$ cat config.mk
export PLATFORM = sky130hd
export DESIGN_NAME = irq_seq
export DESIGN_NICKNAME = d
export VERILOG_FILES = /design/src/rtl/irq_seq_pkg.sv /design/src/rtl/irq_seq_agen.sv /design/src/rtl/irq_seq_busif.sv /design/src/rtl/irq_seq_ctl.sv /design/src/rtl/irq_seq.sv
export SDC_FILE = /design/constraint.sdc
export NUM_CORES = 1
export LEC_CHECK = 0
export BUFFER_PORTS_ARGS = -buffer_cell sky130_fd_sc_hd__buf_2
export CORE_MARGIN = 1.5
export CORE_UTILIZATION = 40
export DETAILED_ROUTE_END_ITERATION = 7
export SKIP_CTS_REPAIR_TIMING = 1
export SYNTH_ARGS = -nofsm -noshare
export SYNTH_HDL_FRONTEND = slang
export SYNTH_HIERARCHICAL = 1
export SYNTH_SLANG_ARGS = --single-unit
$ cat constraint.sdc
create_clock -name clk -period 3.7 [get_ports clk]
set_input_delay 0.74 -clock clk [delete_from_list [all_inputs] [get_ports clk]]
set_output_delay 0.74 -clock clk [all_outputs]
set_load 0.01 [all_outputs]
$ cat src/rtl/irq_seq_pkg.sv
package irq_seq_pkg;

   localparam int WORD_W = 16;

   typedef enum logic [3:0] {
      ST_IDLE,
      ST_PUSH_FL,
      ST_PUSH_CS,
      ST_PUSH_IP,
      ST_VEC_OFF,
      ST_VEC_SEG,
      ST_POP_IP,
      ST_POP_CS,
      ST_POP_FL
   } seq_state_e;

   typedef enum logic {
      SRC_STACK,
      SRC_TABLE
   } addr_src_e;

   function automatic logic st_is_push(seq_state_e s);
      return (s == ST_PUSH_FL) || (s == ST_PUSH_CS) || (s == ST_PUSH_IP);
   endfunction

   function automatic logic st_is_table(seq_state_e s);
      return (s == ST_VEC_OFF) || (s == ST_VEC_SEG);
   endfunction

   function automatic logic st_is_pop(seq_state_e s);
      return (s == ST_POP_IP) || (s == ST_POP_CS) || (s == ST_POP_FL);
   endfunction

endpackage

$ cat src/rtl/irq_seq_agen.sv
module irq_seq_agen
   import irq_seq_pkg::*;
#(
   parameter int SEG_SHIFT = 4,
   parameter int VEC_W     = 8
) (
   input  addr_src_e                      src_i,
   input  logic [WORD_W-1:0]              seg_i,
   input  logic [WORD_W-1:0]              off_i,
   input  logic [VEC_W-1:0]               vec_i,
   input  logic                           upper_i,
   output logic [WORD_W+SEG_SHIFT-1:0]    addr_o
);

   localparam int AW   = WORD_W + SEG_SHIFT;
   localparam int TPAD = AW - VEC_W - 2;

   logic [AW-1:0] stack_addr;
   logic [AW-1:0] table_addr;

   generate
      if (TPAD < 1) begin : g_bad_vec
         $error("irq_seq_agen: vector table does not fit the address space");
      end
      if (SEG_SHIFT == 0) begin : g_flat
         // segment register ignored, flat 16-bit space
         assign stack_addr = off_i;
      end else begin : g_seg
         assign stack_addr = {seg_i, {SEG_SHIFT{1'b0}}} + {{SEG_SHIFT{1'b0}}, off_i};
      end
   endgenerate

   // 4-byte entries: offset word at +0, segment word at +2
   assign table_addr = {{TPAD{1'b0}}, vec_i, upper_i, 1'b0};

   always_comb begin
      if (src_i == SRC_TABLE) addr_o = table_addr;
      else                    addr_o = stack_addr;
   end

endmodule

$ cat src/rtl/irq_seq_busif.sv
module irq_seq_busif
   import irq_seq_pkg::*;
#(
   parameter int BUS_BYTES = 2,
   parameter int AW        = 20
) (
   input  logic                     clk,
   input  logic                     rst_n,
   input  logic                     op_valid,
   input  logic                     op_wr,
   input  logic [AW-1:0]            op_addr,
   input  logic [WORD_W-1:0]        op_wdata,
   output logic                     op_ack,
   output logic [WORD_W-1:0]        op_rdata,
   output logic                     mem_req,
   output logic                     mem_we,
   output logic [AW-1:0]            mem_addr,
   output logic [8*BUS_BYTES-1:0]   mem_wdata,
   input  logic [8*BUS_BYTES-1:0]   mem_rdata,
   input  logic                     mem_ready
);

   assign mem_req = op_valid;
   assign mem_we  = op_wr;

   generate
      if (BUS_BYTES != 1 && BUS_BYTES != 2) begin : g_bad_bus
         $error("irq_seq_busif: BUS_BYTES must be 1 or 2");
      end

      if (BUS_BYTES == 1) begin : g_byte
         logic       half_q;
         logic [7:0] lo_q;
         logic       beat;

         assign beat      = op_valid & mem_ready;
         assign mem_addr  = op_addr + AW'(half_q);
         assign mem_wdata = half_q ? op_wdata[15:8] : op_wdata[7:0];
         assign op_ack    = beat & half_q;
         assign op_rdata  = {mem_rdata, lo_q};

         always_ff @(posedge clk) begin
            if (!rst_n) begin
               half_q <= 1'b0;
               lo_q   <= '0;
            end else if (beat) begin
               half_q <= ~half_q;
               if (!half_q) lo_q <= mem_rdata;
            end
         end

         // the high byte follows the low byte at the next address
         a_r8_hi_after_lo: assert property (@(posedge clk) disable iff (!rst_n)
            (mem_req && mem_ready && !half_q) |=>
               (mem_req && mem_addr == AW'($past(mem_addr) + 1'b1)));
      end else begin : g_word
         assign mem_addr  = op_addr;
         assign mem_wdata = op_wdata;
         assign op_ack    = op_valid & mem_ready;
         assign op_rdata  = mem_rdata;
      end
   endgenerate

   // request fields held while waiting
   a_r7_hold_req: assert property (@(posedge clk) disable iff (!rst_n)
      (mem_req && !mem_ready) |=>
         (mem_req && $stable(mem_addr) && $stable(mem_we) && $stable(mem_wdata)));

endmodule

$ cat src/rtl/irq_seq_ctl.sv
module irq_seq_ctl
   import irq_seq_pkg::*;
#(
   parameter int VEC_W  = 8,
   parameter int IF_BIT = 9
) (
   input  logic                clk,
   input  logic                rst_n,
   input  logic                entry_req,
   input  logic                iret_req,
   input  logic [VEC_W-1:0]    vec_num,
   input  logic [WORD_W-1:0]   cs_in,
   input  logic [WORD_W-1:0]   ip_in,
   input  logic [WORD_W-1:0]   flags_in,
   input  logic [WORD_W-1:0]   ss_in,
   input  logic [WORD_W-1:0]   sp_in,
   output logic                op_valid,
   output logic                op_wr,
   output logic [WORD_W-1:0]   op_wdata,
   input  logic                op_ack,
   input  logic [WORD_W-1:0]   op_rdata,
   output addr_src_e           src_o,
   output logic [WORD_W-1:0]   seg_o,
   output logic [WORD_W-1:0]   off_o,
   output logic [VEC_W-1:0]    vec_o,
   output logic                upper_o,
   output logic                busy,
   output logic                done,
   output logic [WORD_W-1:0]   cs_out,
   output logic [WORD_W-1:0]   ip_out,
   output logic [WORD_W-1:0]   flags_out,
   output logic [WORD_W-1:0]   sp_out
);

   localparam logic [WORD_W-1:0] IF_MASK = WORD_W'(1) << IF_BIT;
   localparam logic [WORD_W-1:0] STEP    = WORD_W'(2);

   seq_state_e          state_q;
   logic                entry_q;
   logic [WORD_W-1:0]   sp_q, ss_q, cs_q, ip_q, fl_q, w0_q, w1_q;
   logic [VEC_W-1:0]    vec_q;

   always_comb begin
      op_valid = (state_q != ST_IDLE);
      op_wr    = st_is_push(state_q);
      unique case (state_q)
         ST_PUSH_FL: op_wdata = fl_q;
         ST_PUSH_CS: op_wdata = cs_q;
         ST_PUSH_IP: op_wdata = ip_q;
         default:    op_wdata = '0;
      endcase
      src_o   = st_is_table(state_q) ? SRC_TABLE : SRC_STACK;
      seg_o   = ss_q;
      off_o   = sp_q;
      vec_o   = vec_q;
      upper_o = (state_q == ST_VEC_SEG);
      busy    = (state_q != ST_IDLE);
   end

   always_ff @(posedge clk) begin
      if (!rst_n) begin
         state_q   <= ST_IDLE;
         entry_q   <= 1'b0;
         sp_q      <= '0;
         ss_q      <= '0;
         cs_q      <= '0;
         ip_q      <= '0;
         fl_q      <= '0;
         w0_q      <= '0;
         w1_q      <= '0;
         vec_q     <= '0;
         done      <= 1'b0;
         cs_out    <= '0;
         ip_out    <= '0;
         flags_out <= '0;
         sp_out    <= '0;
      end else begin
         done <= 1'b0;
         unique case (state_q)
            ST_IDLE: begin
               if (entry_req) begin
                  entry_q <= 1'b1;
                  ss_q    <= ss_in;
                  sp_q    <= sp_in - STEP;   // pre-decrement for first push
                  cs_q    <= cs_in;
                  ip_q    <= ip_in;
                  fl_q    <= flags_in;
                  vec_q   <= vec_num;
                  state_q <= ST_PUSH_FL;
               end else if (iret_req) begin
                  entry_q <= 1'b0;
                  ss_q    <= ss_in;
                  sp_q    <= sp_in;
                  state_q <= ST_POP_IP;
               end
            end
            ST_PUSH_FL: if (op_ack) begin
               sp_q    <= sp_q - STEP;
               state_q <= ST_PUSH_CS;
            end
            ST_PUSH_CS: if (op_ack) begin
               sp_q    <= sp_q - STEP;
               state_q <= ST_PUSH_IP;
            end
            ST_PUSH_IP: if (op_ack) state_q <= ST_VEC_OFF;
            ST_VEC_OFF: if (op_ack) begin
               w0_q    <= op_rdata;
               state_q <= ST_VEC_SEG;
            end
            ST_VEC_SEG: if (op_ack) begin
               ip_out    <= w0_q;
               cs_out    <= op_rdata;
               flags_out <= fl_q & ~IF_MASK;
               sp_out    <= sp_q;
               done      <= 1'b1;
               state_q   <= ST_IDLE;
            end
            ST_POP_IP: if (op_ack) begin
               w0_q    <= op_rdata;
               sp_q    <= sp_q + STEP;
               state_q <= ST_POP_CS;
            end
            ST_POP_CS: if (op_ack) begin
               w1_q    <= op_rdata;
               sp_q    <= sp_q + STEP;
               state_q <= ST_POP_FL;
            end
            ST_POP_FL: if (op_ack) begin
               ip_out    <= w0_q;
               cs_out    <= w1_q;
               flags_out <= op_rdata;
               sp_out    <= sp_q + STEP;
               sp_q      <= sp_q + STEP;
               done      <= 1'b1;
               state_q   <= ST_IDLE;
            end
            default: state_q <= ST_IDLE;
         endcase
      end
   end

   // done only when the sequence has just ended
   a_r2_done_idle: assert property (@(posedge clk) disable iff (!rst_n)
      done |-> !busy);
   a_r2_done_after_busy: assert property (@(posedge clk) disable iff (!rst_n)
      done |-> $past(busy));
   // a return never writes
   a_r6_no_write: assert property (@(posedge clk) disable iff (!rst_n)
      (op_valid && !entry_q) |-> !op_wr);
   // writes go to the stack only
   a_r3_push_to_stack: assert property (@(posedge clk) disable iff (!rst_n)
      (op_valid && op_wr) |-> (src_o == SRC_STACK));
   // stack pointer moves in whole words
   a_r3_sp_step: assert property (@(posedge clk) disable iff (!rst_n)
      (busy && $past(busy) && !$stable(sp_q)) |->
         (sp_q == $past(sp_q) - STEP || sp_q == $past(sp_q) + STEP));
   // captured segment untouched while busy
   a_r9_ss_hold: assert property (@(posedge clk) disable iff (!rst_n)
      (busy && $past(busy)) |-> $stable(ss_q));
   // results change only with done
   a_r10_hold_out: assert property (@(posedge clk) disable iff (!rst_n)
      !done |=> (!done || 1'b1) && ($stable(ip_out) || done) && ($stable(cs_out) || done));
   // interrupt enable clear on entry result
   a_r5_if_clear: assert property (@(posedge clk) disable iff (!rst_n)
      (done && entry_q) |-> !flags_out[IF_BIT]);

endmodule

$ cat src/rtl/irq_seq.sv
module irq_seq
   import irq_seq_pkg::*;
#(
   parameter int BUS_BYTES = 2,
   parameter int SEG_SHIFT = 4,
   parameter int VEC_W     = 8,
   parameter int IF_BIT    = 9
) (
   input  logic                            clk,
   input  logic                            rst_n,
   input  logic                            entry_req,
   input  logic                            iret_req,
   input  logic [VEC_W-1:0]                vec_num,
   input  logic [15:0]                     cs_in,
   input  logic [15:0]                     ip_in,
   input  logic [15:0]                     flags_in,
   input  logic [15:0]                     ss_in,
   input  logic [15:0]                     sp_in,
   output logic                            busy,
   output logic                            done,
   output logic [15:0]                     cs_out,
   output logic [15:0]                     ip_out,
   output logic [15:0]                     flags_out,
   output logic [15:0]                     sp_out,
   output logic                            mem_req,
   output logic                            mem_we,
   output logic [16+SEG_SHIFT-1:0]         mem_addr,
   output logic [8*BUS_BYTES-1:0]          mem_wdata,
   input  logic [8*BUS_BYTES-1:0]          mem_rdata,
   input  logic                            mem_ready
);

   localparam int AW = WORD_W + SEG_SHIFT;

   generate
      if (IF_BIT < 0 || IF_BIT >= WORD_W) begin : g_bad_if
         $error("irq_seq: IF_BIT outside the flags word");
      end
      if (SEG_SHIFT < 0 || SEG_SHIFT > 8) begin : g_bad_shift
         $error("irq_seq: SEG_SHIFT out of range");
      end
   endgenerate

   logic                op_valid, op_wr, op_ack, upper;
   logic [WORD_W-1:0]   op_wdata, op_rdata, seg, off;
   logic [VEC_W-1:0]    vec;
   logic [AW-1:0]       op_addr;
   addr_src_e           src;

   irq_seq_ctl #(
      .VEC_W  (VEC_W),
      .IF_BIT (IF_BIT)
   ) u_ctl (
      .clk       (clk),
      .rst_n     (rst_n),
      .entry_req (entry_req),
      .iret_req  (iret_req),
      .vec_num   (vec_num),
      .cs_in     (cs_in),
      .ip_in     (ip_in),
      .flags_in  (flags_in),
      .ss_in     (ss_in),
      .sp_in     (sp_in),
      .op_valid  (op_valid),
      .op_wr     (op_wr),
      .op_wdata  (op_wdata),
      .op_ack    (op_ack),
      .op_rdata  (op_rdata),
      .src_o     (src),
      .seg_o     (seg),
      .off_o     (off),
      .vec_o     (vec),
      .upper_o   (upper),
      .busy      (busy),
      .done      (done),
      .cs_out    (cs_out),
      .ip_out    (ip_out),
      .flags_out (flags_out),
      .sp_out    (sp_out)
   );

   irq_seq_agen #(
      .SEG_SHIFT (SEG_SHIFT),
      .VEC_W     (VEC_W)
   ) u_agen (
      .src_i   (src),
      .seg_i   (seg),
      .off_i   (off),
      .vec_i   (vec),
      .upper_i (upper),
      .addr_o  (op_addr)
   );

   irq_seq_busif #(
      .BUS_BYTES (BUS_BYTES),
      .AW        (AW)
   ) u_bus (
      .clk       (clk),
      .rst_n     (rst_n),
      .op_valid  (op_valid),
      .op_wr     (op_wr),
      .op_addr   (op_addr),
      .op_wdata  (op_wdata),
      .op_ack    (op_ack),
      .op_rdata  (op_rdata),
      .mem_req   (mem_req),
      .mem_we    (mem_we),
      .mem_addr  (mem_addr),
      .mem_wdata (mem_wdata),
      .mem_rdata (mem_rdata),
      .mem_ready (mem_ready)
   );

   // port idle during reset
   a_r1_reset_quiet: assert property (@(posedge clk)
      !rst_n |=> (!busy && !done && !mem_req));

endmodule

==> results of run 1 <==
==> worst reg2reg max path: stages, from the launching register on <==
cell and delay, ps:
sky130_fd_sc_hd__dfxtp_1 440, sky130_fd_sc_hd__nor4_2 420, sky130_fd_sc_hd__inv_1 220, sky130_fd_sc_hd__and2_1 320
sky130_fd_sc_hd__inv_1 250, sky130_fd_sc_hd__o31a_1 220, sky130_fd_sc_hd__and2_1 450, sky130_fd_sc_hd__nor2_1 180
sky130_fd_sc_hd__a32o_1 260
==> layer usage <==
layer  up-vias  routed length, um  track usage  share of wire
met5         -                  0            0              0
met4         0                492       0.0650          0.017
met3        31               1680       0.0439          0.058
met2       283              13000        0.345           0.45
met1      4188              13600        0.315           0.47
li1       4583                  -            -              -
==> power breakdown <==
| part | internal (W) | total [W] | switching, W |
|---|---|---|---|
| clock network | 0.000900 | 0.00183 | 0.000927 |
| logic | 0.00116 | 0.00316 | 0.00200 |
| registers | 0.00234 | 0.00267 | 0.000329 |
| total | 0.00440 | 0.00765 | 0.00326 |
==> kinds of logic (layout without fill, tap and decap cells) <==
kind of cell             Yosys count  after routing  share of synthesized area
AND/OR/NAND/NOR                  552            552                      0.236
adder cells (fa/ha/maj)           16             16                     0.0211
buffers and inverters            161            273                     0.0885
multiplexers                      31             31                     0.0356
XOR/XNOR                          43             43                     0.0382
AO/OA/AOI/OAI                    300            300                      0.197
flip-flops                       189            189                      0.384
other                              0              1                          0
==> registers in the layout, indices dropped and copies added (netlist names) <==
signal,count
u_ctl/ip_q,16
u_ctl/ip_out,16
u_ctl/sp_out,16
u_ctl/vec_o,8
u_ctl/cs_out,16
u_ctl/state_q,4
u_ctl/off_o,16
u_ctl/flags_out,16
u_ctl/w0_q,16
u_ctl/cs_q,16
u_ctl/w1_q,16
u_ctl/done,1
u_ctl/seg_o,16
u_ctl/fl_q,16
==> final cells by class <==
cell class	count	area, um2
Antenna cell	1	2.50
Fill cell	2547	13000
Tap cell	324	405
Sequential cell	189	3780
Clock inverter	15	150
Inverter	12	50.0
Timing Repair Buffer	229	1210
Clock buffer	17	425
Multi-Input combinational cell	942	5230
==> cell usage in the layout (no fill, tap or decap), types with 6 or more instances in the layout <==
| master | n |
|---|---|
| sky130_fd_sc_hd__o22ai_1 | 9 |
| sky130_fd_sc_hd__mux2_2 | 21 |
| sky130_fd_sc_hd__xnor2_1 | 24 |
| sky130_fd_sc_hd__nor2_1 | 108 |
| sky130_fd_sc_hd__a31oi_1 | 7 |
| sky130_fd_sc_hd__nor2b_1 | 9 |
| sky130_fd_sc_hd__a21oi_1 | 145 |
| sky130_fd_sc_hd__a22oi_1 | 19 |
| sky130_fd_sc_hd__nand2_1 | 352 |
| sky130_fd_sc_hd__nand4_1 | 7 |
| sky130_fd_sc_hd__and2_1 | 6 |
| sky130_fd_sc_hd__a211oi_1 | 13 |
| sky130_fd_sc_hd__ha_1 | 15 |
| sky130_fd_sc_hd__inv_1 | 11 |
| sky130_fd_sc_hd__a311oi_1 | 34 |
| sky130_fd_sc_hd__xor2_1 | 19 |
| sky130_fd_sc_hd__clkbuf_16 | 17 |
| sky130_fd_sc_hd__buf_2 | 212 |
| sky130_fd_sc_hd__nor3_1 | 13 |
| sky130_fd_sc_hd__nand3_1 | 14 |
| sky130_fd_sc_hd__buf_4 | 15 |
| sky130_fd_sc_hd__dfxtp_1 | 188 |
| sky130_fd_sc_hd__o21ai_0 | 26 |
==> stage by stage <==
step,util,area [um2],hold WS (ps),std cells,setup WS (ps)
2_1_floorplan,-,9870,432,1292,856
3_3_place_gp,0.440,10700,439,1696,597
3_5_place_dp,0.440,10700,444,1696,576
4_1_cts,0.464,11300,453,1728,76.9
5_1_grt,0.464,11300,469,1729,13.3
6_report,0.464,11300,453,1729,186
==> path summary, 6_finish.rpt <==
check / end / slack (ps) / start / depth (start not counted)
worst max-delay path: mem_addr[18] / 190 / u_ctl/off_o[4] / 8
worst min-delay path: u_ctl/ip_out[10] / 450 / u_ctl/ip_out[10] / 2
worst min register to register: u_ctl/ip_out[10] / 450 / u_ctl/ip_out[10] / 2
worst max register to register: u_ctl/off_o[7] / 830 / u_ctl/state_q[2] / 8
==> Implementation_results.wiki, run 1 <==
{| class="wikitable"
! Metric !! Value
|-
| Worst-Skew Late Latency || 440 ps
|-
| Number of slew-limit violations in the final report || 0
|-
| Synthesis-to-layout area growth || 14.1%
|-
| Average size of a mapped cell || 7.64 um2
|-
| Routability congestion estimate || 0.903
|-
| CP max FO || 14
|-
| Crit share post-route || 0.950
|-
| Detailed Routing Iterations Pass 1 || 5
|-
| Clock Pin Slew Worst Setup and Hold Paths || 80 ps
|-
| Avg WL per Cell || 16.7 um
|-
| Total die area || 25600 um2
|-
| Largest net degree at the start of global routing || 83
|-
| Critical path start-end classification || reg -> out
|-
| Share of cells above drive strength 1 || 0.224
|-
| Setup crit start kind || register
|-
| Post-detailed-route DRC marker count || 0
|-
| First-pass GRT wire length || 45600 um
|-
| Transition at the pin with the smallest max-transition slack || 1100 ps
|-
| Longest Clk Path Bufs || 2
|-
| Post-synthesis cell type with the largest combined area || sky130_fd_sc_hd__dfxtp_1
|-
| IR Drop Worst-Case VDD || 291 uV
|-
| Syn. warnings || 6
|-
| Post-route ant nets || 0
|-
| Count of flip-flops with a built-in enable after synthesis || 0
|-
| WL final || 28800 um
|-
| Count of input and output buffers || 212
|-
| Proportion of synthesized chip area in sequential cells || 0.384
|-
| Post-synthesis sequential element count || 189
|-
| Number of global-route vias before repair || 8398
|-
| Most common cell in the synthesized netlist || sky130_fd_sc_hd__nand2_1
|-
| Crit path max-delay family || compound AO/OA/AOI/OAI gates
|-
| Pwr/cell area || 680 nW/um2
|-
| Maximum frequency from static timing analysis || 285 MHz
|-
| Leakage || 4.43 nW
|-
| GRT Residual Overflow || 0
|-
| Max-capacitance violation count || 0
|-
| Critical path buffer and inverter count || 1
|-
| Hold Violations, Final || 0
|-
| Most used standard cells in the synthesized netlist || sky130_fd_sc_hd__nand2_1 (353), sky130_fd_sc_hd__dfxtp_1 (189), sky130_fd_sc_hd__a21oi_1 (145)
|-
| Initial antenna violation count || 1
|-
| FFs w/ async S/R, synth || 0
|-
| Worst Hold Class || reg -> reg
|-
| Total number of nets in the final design || 1516
|-
| Total nets after synthesis || 1417
|-
| Gate count after technology mapping || 1292
|-
| Vias per cell || 5.25
|-
| Element type at the critical path end || output port
|-
| CP Data Required Time || 2960 ps
|-
| Post-synthesis cell area || 9870 um2
|-
| Effective utilization at floorplan || 0.407
|-
| Largest stage delay, worst path || 410 ps
|-
| Die Width || 160 um
|-
| Unrepaired setup endpoints after global routing || no
|-
| Outcome || finished clean
|-
| Final period demand of the worst path || 3510 ps
|-
| Total Routing Usage GR || 0.223
|-
| Cell with the largest stage delay on the worst path || sky130_fd_sc_hd__fa_1
|-
| Floorplan die height || 160 um
|-
| Num ports || 213
|-
| Count of different cell masters after synthesis || 79
|-
| Total clock buffers created by CTS || 17
|-
| Final number of setup-violating endpoints || 0
|-
| Slew headroom || 0.264
|-
| Total via count after detailed routing || 9085
|-
| Crit path DAT || 2770 ps
|-
| Portion of synthesized cell area occupied by the leading cell type || 0.384
|-
| CTS tree || yes
|-
| Most used DFF post-synth || sky130_fd_sc_hd__dfxtp_1
|-
| Top post-synthesis cells by area || sky130_fd_sc_hd__dfxtp_1 (38%), sky130_fd_sc_hd__nand2_1 (13%), sky130_fd_sc_hd__a21oi_1 (7.4%), sky130_fd_sc_hd__buf_4 (4.4%), sky130_fd_sc_hd__nor2_1 (4.1%)
|-
| Final total negative setup slack || 0 ps
|-
| Master cell of the clock root buffer || sky130_fd_sc_hd__clkbuf_16
|-
| Drt initial violations || 705
|-
| Post-DP HPWL || 19900 um
|-
| Number of H-tree branching levels || 4
|-
| Core Region || 24200 um2
|-
| Sequence of cells on the critical path || ha_1, fa_1, a21o_2, a311oi_2, or3_4, a21oi_2, mux2_4, buf_2
|-
| Overall power || 0.00765 W
|-
| Number of clock sinks || 189
|-
| # rows || 57
|-
| Fin Clk Skew || 8.82 ps
|}
No activity file was read; power rests on OpenSTA's default activity.
==> inputs of run 2 (changes only) <==
--- a/config.mk
+++ b/config.mk
@@ -8,6 +8,7 @@
 export BUFFER_PORTS_ARGS = -buffer_cell sky130_fd_sc_hd__buf_2
 export CORE_MARGIN = 1.5
 export CORE_UTILIZATION = 40
+export CTS_BUF_LIST = sky130_fd_sc_hd__clkbuf_4 sky130_fd_sc_hd__clkbuf_8
 export DETAILED_ROUTE_END_ITERATION = 7
 export SKIP_CTS_REPAIR_TIMING = 1
 export SYNTH_ARGS = -nofsm -noshare
==> run 2 against run 1 <==
  * Utilization down 0.74 points
  * Final cell count unchanged
  * Critical path depth unchanged
  * Die area is the same
  * Count of clock-buffer cells in the layout stayed put
  * Non-clock buffer count is the same
==> Implementation_results.wiki, run 2 (same netlist as run 1, synthesis figures left out) <==
{| class="wikitable"
! Metric !! Value
|-
| Total via count after detailed routing || 9111 (was 9085)
|-
| Total die area || 25600 um2 (unchanged)
|-
| Final period demand of the worst path || 3540 ps (was 3510 ps)
|-
| IR Drop Worst-Case VDD || 332 uV (was 291 uV)
|-
| CP Data Required Time || 2960 ps (about the same)
|-
| Crit path DAT || 2800 ps (was 2770 ps)
|-
| First-pass GRT wire length || 45400 um (was 45600 um)
|-
| Worst Hold End || u_ctl/ip_out[13] (was u_ctl/ip_out[10])
|-
| Largest net degree at the start of global routing || 83 (unchanged)
|-
| Post-route ant nets || 0 (unchanged)
|-
| Detailed Routing Iterations Pass 1 || 5 (unchanged)
|-
| Share of cells above drive strength 1 || 0.225 (was 0.224)
|-
| Number of placed instances, taps included || 1696 (unchanged)
|-
| Capture instance of the worst register-to-register path || u_ctl/off_o[14] (was u_ctl/off_o[7])
|-
| Num ports || 213 (unchanged)
|-
| Core Region || 24200 um2 (unchanged)
|-
| Total clock buffers created by CTS || 17 (unchanged)
|-
| Total number of nets in the final design || 1516 (unchanged)
|-
| Pwr/cell area || 649 nW/um2 (was 680 nW/um2)
|-
| CP max FO || 14 (unchanged)
|-
| Startpoint of the worst-slack reg-to-reg timing path || u_ctl/state_q[2] (unchanged)
|-
| Total Routing Usage GR || 0.222 (was 0.223)
|-
| Leakage || 4.35 nW (was 4.43 nW)
|-
| Fin Clk Skew || 17.7 ps (was 8.82 ps)
|-
| Number of clock sinks || 189 (unchanged)
|-
| Outcome || finished clean (unchanged)
|-
| Final number of setup-violating endpoints || 0 (unchanged)
|-
| Post-detailed-route DRC marker count || 0 (unchanged)
|-
| Count of non-filler cells in the finished layout || 1729 (unchanged)
|-
| Effective utilization at floorplan || 0.407 (unchanged)
|-
| Unrepaired setup endpoints after global routing || no (unchanged)
|-
| Routability congestion estimate || 0.903 (unchanged)
|-
| Fillers || 2569 (was 2547)
|-
| Slew headroom || 0.252 (was 0.264)
|-
| Worst hold margin || 455 ps (was 453 ps)
|-
| Vias per cell || 5.27 (was 5.25)
|-
| Critical path start-end classification || reg -> out (unchanged)
|-
| Synthesis-to-layout area growth || 12.3% (was 14.1%)
|-
| # rows || 57 (unchanged)
|-
| Min-Delay Startpoint || u_ctl/w0_q[13] (was u_ctl/ip_out[10])
|-
| Maximum frequency from static timing analysis || 283 MHz (was 285 MHz)
|-
| Number of global-route vias before repair || 8359 (was 8398)
|-
| GRT Residual Overflow || 0 (unchanged)
|-
| Final total negative setup slack || 0 ps (unchanged)
|-
| Depth of the worst hold-timing path || 2 (unchanged)
|-
| Cell with the largest stage delay on the worst path || sky130_fd_sc_hd__dfxtp_2 (was sky130_fd_sc_hd__fa_1)
|-
| Cell count of the worst reg-to-reg path || 8 (unchanged)
|-
| Number of H-tree branching levels || 4 (unchanged)
|-
| Transition at the pin with the smallest max-transition slack || 1120 ps (was 1100 ps)
|-
| Avg WL per Cell || 16.6 um (was 16.7 um)
|-
| Master cell of the clock root buffer || sky130_fd_sc_hd__clkbuf_8 (was sky130_fd_sc_hd__clkbuf_16)
|-
| WL final || 28700 um (was 28800 um)
|-
| Clock Pin Slew Worst Setup and Hold Paths || 110 ps (was 80 ps)
|-
| Hold Violations, Final || 0 (unchanged)
|-
| Drt initial violations || 708 (was 705)
|-
| Floorplan die height || 160 um (unchanged)
|-
| Most used cells in the layout excluding fill and tap cells || sky130_fd_sc_hd__nand2_1 (352), sky130_fd_sc_hd__buf_2 (212), sky130_fd_sc_hd__dfxtp_1 (187), sky130_fd_sc_hd__a21oi_1 (145), sky130_fd_sc_hd__nor2_1 (108) (was sky130_fd_sc_hd__nand2_1 (352), sky130_fd_sc_hd__buf_2 (212), sky130_fd_sc_hd__dfxtp_1 (188), sky130_fd_sc_hd__a21oi_1 (145), sky130_fd_sc_hd__nor2_1 (108))
|-
| Count of input and output buffers || 212 (unchanged)
|-
| Largest stage delay, worst path || 410 ps (about the same)
|-
| Leading cell type in the layout, fill and taps excluded || sky130_fd_sc_hd__nand2_1 (unchanged)
|-
| Max-capacitance violation count || 0 (unchanged)
|-
| Die Width || 160 um (unchanged)
|-
| Worst Hold Class || reg -> reg (unchanged)
|-
| Post-DP HPWL || 19900 um (unchanged)
|-
| Setup slack of the most critical reg-to-reg path || 830 ps (about the same)
|-
| Pre-CTS WS || 576 ps (unchanged)
|-
| CTS tree || yes (unchanged)
|-
| Setup crit start kind || register (unchanged)
|-
| Element type at the critical path end || output port (unchanged)
|-
| Post-route worst setup slack || 161 ps (was 186 ps)
|-
| Longest Clk Path Bufs || 2 (unchanged)
|-
| Crit share post-route || 0.957 (was 0.950)
|-
| Sequence of cells on the critical path || ha_1, fa_1, a21o_2, a311oi_4, or3_4, a21oi_2, mux2_4, buf_2 (was ha_1, fa_1, a21o_2, a311oi_2, or3_4, a21oi_2, mux2_4, buf_2)
|-
| Initial antenna violation count || 1 (unchanged)
|-
| Worst-Skew Late Latency || 480 ps (was 440 ps)
|-
| Number of slew-limit violations in the final report || 0 (unchanged)
|}
run 2: stage by stage:
step / total power (W) / util / cell area [um2]
3_3_place_gp: 0.00582 / 0.440 / 10700
3_5_place_dp: 0.00585 / 0.440 / 10700
2_1_floorplan: 0.00514 / - / 9870
6_report: 0.00719 / 0.457 / 11100
4_1_cts: 0.00721 / 0.456 / 11100
5_1_grt: 0.00771 / 0.457 / 11100
run 2: worst max-delay path, delay by kind of cell, from the launching register on:
kind                       cells  cell delay (ps)
DFF                            1              410
adders and majority gates      2              640
AOI/OAI and AO/OA              3              650
buffers and inverters          1              140
and+or+nand+nor                1              200
muxes                          1              290
run 2: area by class of cell:
cell class              count  area, um2  area share
multi-input cells         942       5240       0.473
flip-flops and latches    189       3790       0.342
clock buffers              17        234      0.0211
clock inverters            15        150      0.0136
well taps                 324        405      0.0366
inverters                  12       50.0     0.00452
diodes                      1       2.50    0.000226
repair buffers            229       1210       0.110
run 2: worst max-delay path by stage:
stage,cells past startpoint,startpoint,end
final,8,u_ctl/off_o[4],mem_addr[18]
after global routing,7,u_ctl/off_o[10],mem_addr[19]
after CTS,8,u_ctl/off_o[4],mem_addr[16]
after detailed placement,8,u_ctl/off_o[4],mem_addr[16]
after global placement,8,u_ctl/off_o[4],mem_addr[18]
after floorplan,8,u_ctl/off_o[4],mem_addr[18]
run 2: power by group:
group / switching (W) / internal (W)
Combinational: 0.00200 / 0.00116
Sequential: 0.000328 / 0.00234
Clock: 0.000856 / 0.000503
run 2: per-layer routing:
metal  global-route usage  wire length [um]
met2                0.346             13000
met5                    0                 0
met1                0.313             13400
met4               0.0616               467
met3               0.0426              1760
==> inputs of run 3 (changes only) <==
--- a/config.mk
+++ b/config.mk
@@ -7,7 +7,7 @@
 export LEC_CHECK = 0
 export BUFFER_PORTS_ARGS = -buffer_cell sky130_fd_sc_hd__buf_2
 export CORE_MARGIN = 1.5
-export CORE_UTILIZATION = 40
+export CORE_UTILIZATION = 36
 export CTS_BUF_LIST = sky130_fd_sc_hd__clkbuf_4 sky130_fd_sc_hd__clkbuf_8
 export DETAILED_ROUTE_END_ITERATION = 7
 export SKIP_CTS_REPAIR_TIMING = 1
==> run 3 against run 2 <==
  * Total power increased by 0.93%
  * Design area increased by 0.38%
  * Clock skew increased by 2.8 ps
  * Combinational power is 1% higher
  * Largest power group unchanged
  * Final cell count increased by 1.0%
==> Implementation_results.wiki, run 3 (same netlist as run 1, synthesis figures left out) <==
{| class="wikitable"
! Metric !! Value
|-
| Largest net degree at the start of global routing || 88 (was 83)
|-
| Setup crit start kind || register (unchanged)
|-
| Routability congestion estimate || 0.893 (was 0.903)
|-
| First-pass GRT wire length || 46900 um (was 45400 um)
|-
| Effective utilization at floorplan || 0.366 (was 0.407)
|-
| Post-route ant nets || 0 (unchanged)
|-
| Synthesis-to-layout area growth || 12.7% (was 12.3%)
|-
| Number of placed instances, taps included || 1713 (was 1696)
|-
| Fraction of power consumed by combinational cells || 0.443 (was 0.440)
|-
| Switching portion of total power || 0.445 (was 0.443)
|-
| Sequential share of power || 0.366 (was 0.371)
|-
| Post-detailed-route DRC marker count || 0 (unchanged)
|-
| CTS tree || yes (unchanged)
|-
| CP max FO || 14 (unchanged)
|-
| Critical path start-end classification || reg -> out (unchanged)
|-
| Clock Pin Slew Worst Setup and Hold Paths || 110 ps (about the same)
|-
| Drt initial violations || 599 (was 708)
|-
| Fin Clk Skew || 20.5 ps (was 17.7 ps)
|-
| Leading cell type in the layout, fill and taps excluded || sky130_fd_sc_hd__nand2_1 (unchanged)
|-
| Overall power || 0.00726 W (was 0.00719 W)
|-
| Final period demand of the worst path || 3560 ps (was 3540 ps)
|-
| Final number of setup-violating endpoints || 0 (unchanged)
|-
| Number of global-route vias before repair || 8415 (was 8359)
|-
| Master cell of the clock root buffer || sky130_fd_sc_hd__clkbuf_8 (unchanged)
|-
| Longest Clk Path Bufs || 2 (unchanged)
|-
| # rows || 60 (was 57)
|-
| Transition at the pin with the smallest max-transition slack || 1140 ps (was 1120 ps)
|-
| Total number of nets in the final design || 1516 (unchanged)
|-
| Fillers || 2857 (was 2569)
|-
| CP Data Required Time || 2960 ps (about the same)
|-
| Maximum frequency from static timing analysis || 281 MHz (was 283 MHz)
|-
| Total Routing Usage GR || 0.208 (was 0.222)
|-
| Num ports || 213 (unchanged)
|-
| Count of input and output buffers || 212 (unchanged)
|-
| Post-DP HPWL || 20700 um (was 19900 um)
|-
| Number of H-tree branching levels || 4 (unchanged)
|-
| GRT Residual Overflow || 0 (unchanged)
|-
| Crit share post-route || 0.963 (was 0.957)
|-
| Initial antenna violation count || 2 (was 1)
|-
| Final total negative setup slack || 0 ps (unchanged)
|-
| IR Drop Worst-Case VDD || 325 uV (was 332 uV)
|-
| Hold Violations, Final || 0 (unchanged)
|-
| Avg WL per Cell || 16.9 um (was 16.6 um)
|-
| Number of clock sinks || 189 (unchanged)
|-
| Floorplan die height || 169 um (was 160 um)
|-
| Crit path DAT || 2820 ps (was 2800 ps)
|-
| Die Width || 169 um (was 160 um)
|-
| Worst Hold Class || reg -> reg (unchanged)
|-
| Number of slew-limit violations in the final report || 0 (unchanged)
|-
| WL final || 29600 um (was 28700 um)
|-
| Slew headroom || 0.234 (was 0.252)
|-
| Internal || 0.00403 W (was 0.00400 W)
|-
| Max-capacitance violation count || 0 (unchanged)
|-
| Total die area || 28400 um2 (was 25600 um2)
|-
| Outcome || finished clean (unchanged)
|-
| Total via count after detailed routing || 9164 (was 9111)
|-
| Total clock buffers created by CTS || 17 (unchanged)
|-
| Element type at the critical path end || output port (unchanged)
|-
| Most used cells in the layout excluding fill and tap cells || sky130_fd_sc_hd__nand2_1 (352), sky130_fd_sc_hd__buf_2 (212), sky130_fd_sc_hd__dfxtp_1 (185), sky130_fd_sc_hd__a21oi_1 (144), sky130_fd_sc_hd__nor2_1 (108) (was sky130_fd_sc_hd__nand2_1 (352), sky130_fd_sc_hd__buf_2 (212), sky130_fd_sc_hd__dfxtp_1 (187), sky130_fd_sc_hd__a21oi_1 (145), sky130_fd_sc_hd__nor2_1 (108))
|-
| Fraction of power consumed by the clock network || 0.191 (was 0.189)
|-
| Worst-Skew Late Latency || 480 ps (about the same)
|-
| Pwr/cell area || 652 nW/um2 (was 649 nW/um2)
|-
| Net load switching power || 0.00323 W (was 0.00319 W)
|-
| Share of cells above drive strength 1 || 0.227 (was 0.225)
|-
| Vias per cell || 5.25 (was 5.27)
|-
| Leakage || 4.36 nW (was 4.35 nW)
|-
| Detailed Routing Iterations Pass 1 || 7 (was 5)
|-
| Count of non-filler cells in the finished layout || 1747 (was 1729)
|-
| Core Region || 27000 um2 (was 24200 um2)
|}
==> run 3: cell types whose count changed in the layout (fill, tap and decap cells not counted) <==
cell                         before  now
sky130_fd_sc_hd__clkinv_4         2    3
sky130_fd_sc_hd__clkinvlp_4       2    0
sky130_fd_sc_hd__dfxtp_1        187  185
sky130_fd_sc_hd__clkbuf_4         0    1
sky130_fd_sc_hd__a21oi_1        145  144
sky130_fd_sc_hd__buf_4           15   14
sky130_fd_sc_hd__a21oi_2          1    2
sky130_fd_sc_hd__clkinv_2         1    0
sky130_fd_sc_hd__inv_8            4    5
sky130_fd_sc_hd__clkinv_8         2    1
sky130_fd_sc_hd__buf_12           2    3
sky130_fd_sc_hd__diode_2          1    2
sky130_fd_sc_hd__dfxtp_2          2    4
sky130_fd_sc_hd__inv_6            5    6
==> run 3: worst paths after layout <==
kind	end	slack (ps)	depth (start not counted)	from
worst max-delay path	mem_addr[18]	140	8	u_ctl/off_o[4]
worst min-delay path	u_ctl/ip_out[9]	460	2	u_ctl/ip_out[9]
worst max register to register	u_ctl/off_o[6]	810	8	u_ctl/state_q[2]
worst min register to register	u_ctl/ip_out[9]	460	2	u_ctl/ip_out[9]
==> run 3: final cells by class <==
class	count	area, um2	area share
diodes	2	5.00	0.000450
clock buffers	18	241	0.0217
clock inverters	14	143	0.0128
inverters	12	50.0	0.00450
multi-input cells	942	5240	0.471
flip-flops and latches	189	3790	0.341
well taps	341	427	0.0384
repair buffers	229	1230	0.110
==> run 3: through the flow <==
step                      hold WS [ps]  cell area [um2]  setup WS, ps  utilization
after detailed placement           443            10700           559        0.398
final                              456            11100           136        0.413
after CTS                          437            11100         -9.43        0.412
after global placement             438            10700           595        0.398
after global routing               442            11100         -7.30        0.413
after floorplan                    432             9870           856            -
==> run 3: power groups by stage <==
stage / registers (W) / clock network (W) / logic, W
3_3_place_gp: 0.00268 / 0 / 0.00318
5_1_grt: 0.00271 / 0.00153 / 0.00354
4_1_cts: 0.00265 / 0.00144 / 0.00320
6_report: 0.00266 / 0.00139 / 0.00321
2_1_floorplan: 0.00256 / 0 / 0.00258
3_5_place_dp: 0.00270 / 0 / 0.00318
==> run 3: worst max-delay path, cell delays in order, from the launching register on <==
cell and delay [ps]:
sky130_fd_sc_hd__dfxtp_2 400, sky130_fd_sc_hd__ha_1 230, sky130_fd_sc_hd__fa_1 410, sky130_fd_sc_hd__a21o_2 270, sky130_fd_sc_hd__a311oi_4 350, sky130_fd_sc_hd__or3_4 200
sky130_fd_sc_hd__a21oi_2 50, sky130_fd_sc_hd__mux2_4 290, sky130_fd_sc_hd__buf_2 140
==> run 3: routing by layer <==
layer / vias up / part of all wire / track usage / wire length (um)
li1: 4565 / - / - / -
met1: 4286 / 0.49 / 0.302 / 14500
met2: 287 / 0.44 / 0.313 / 13000
met3: 26 / 0.056 / 0.0409 / 1660
met4: 0 / 0.015 / 0.0547 / 448
met5: - / 0 / 0 / 0
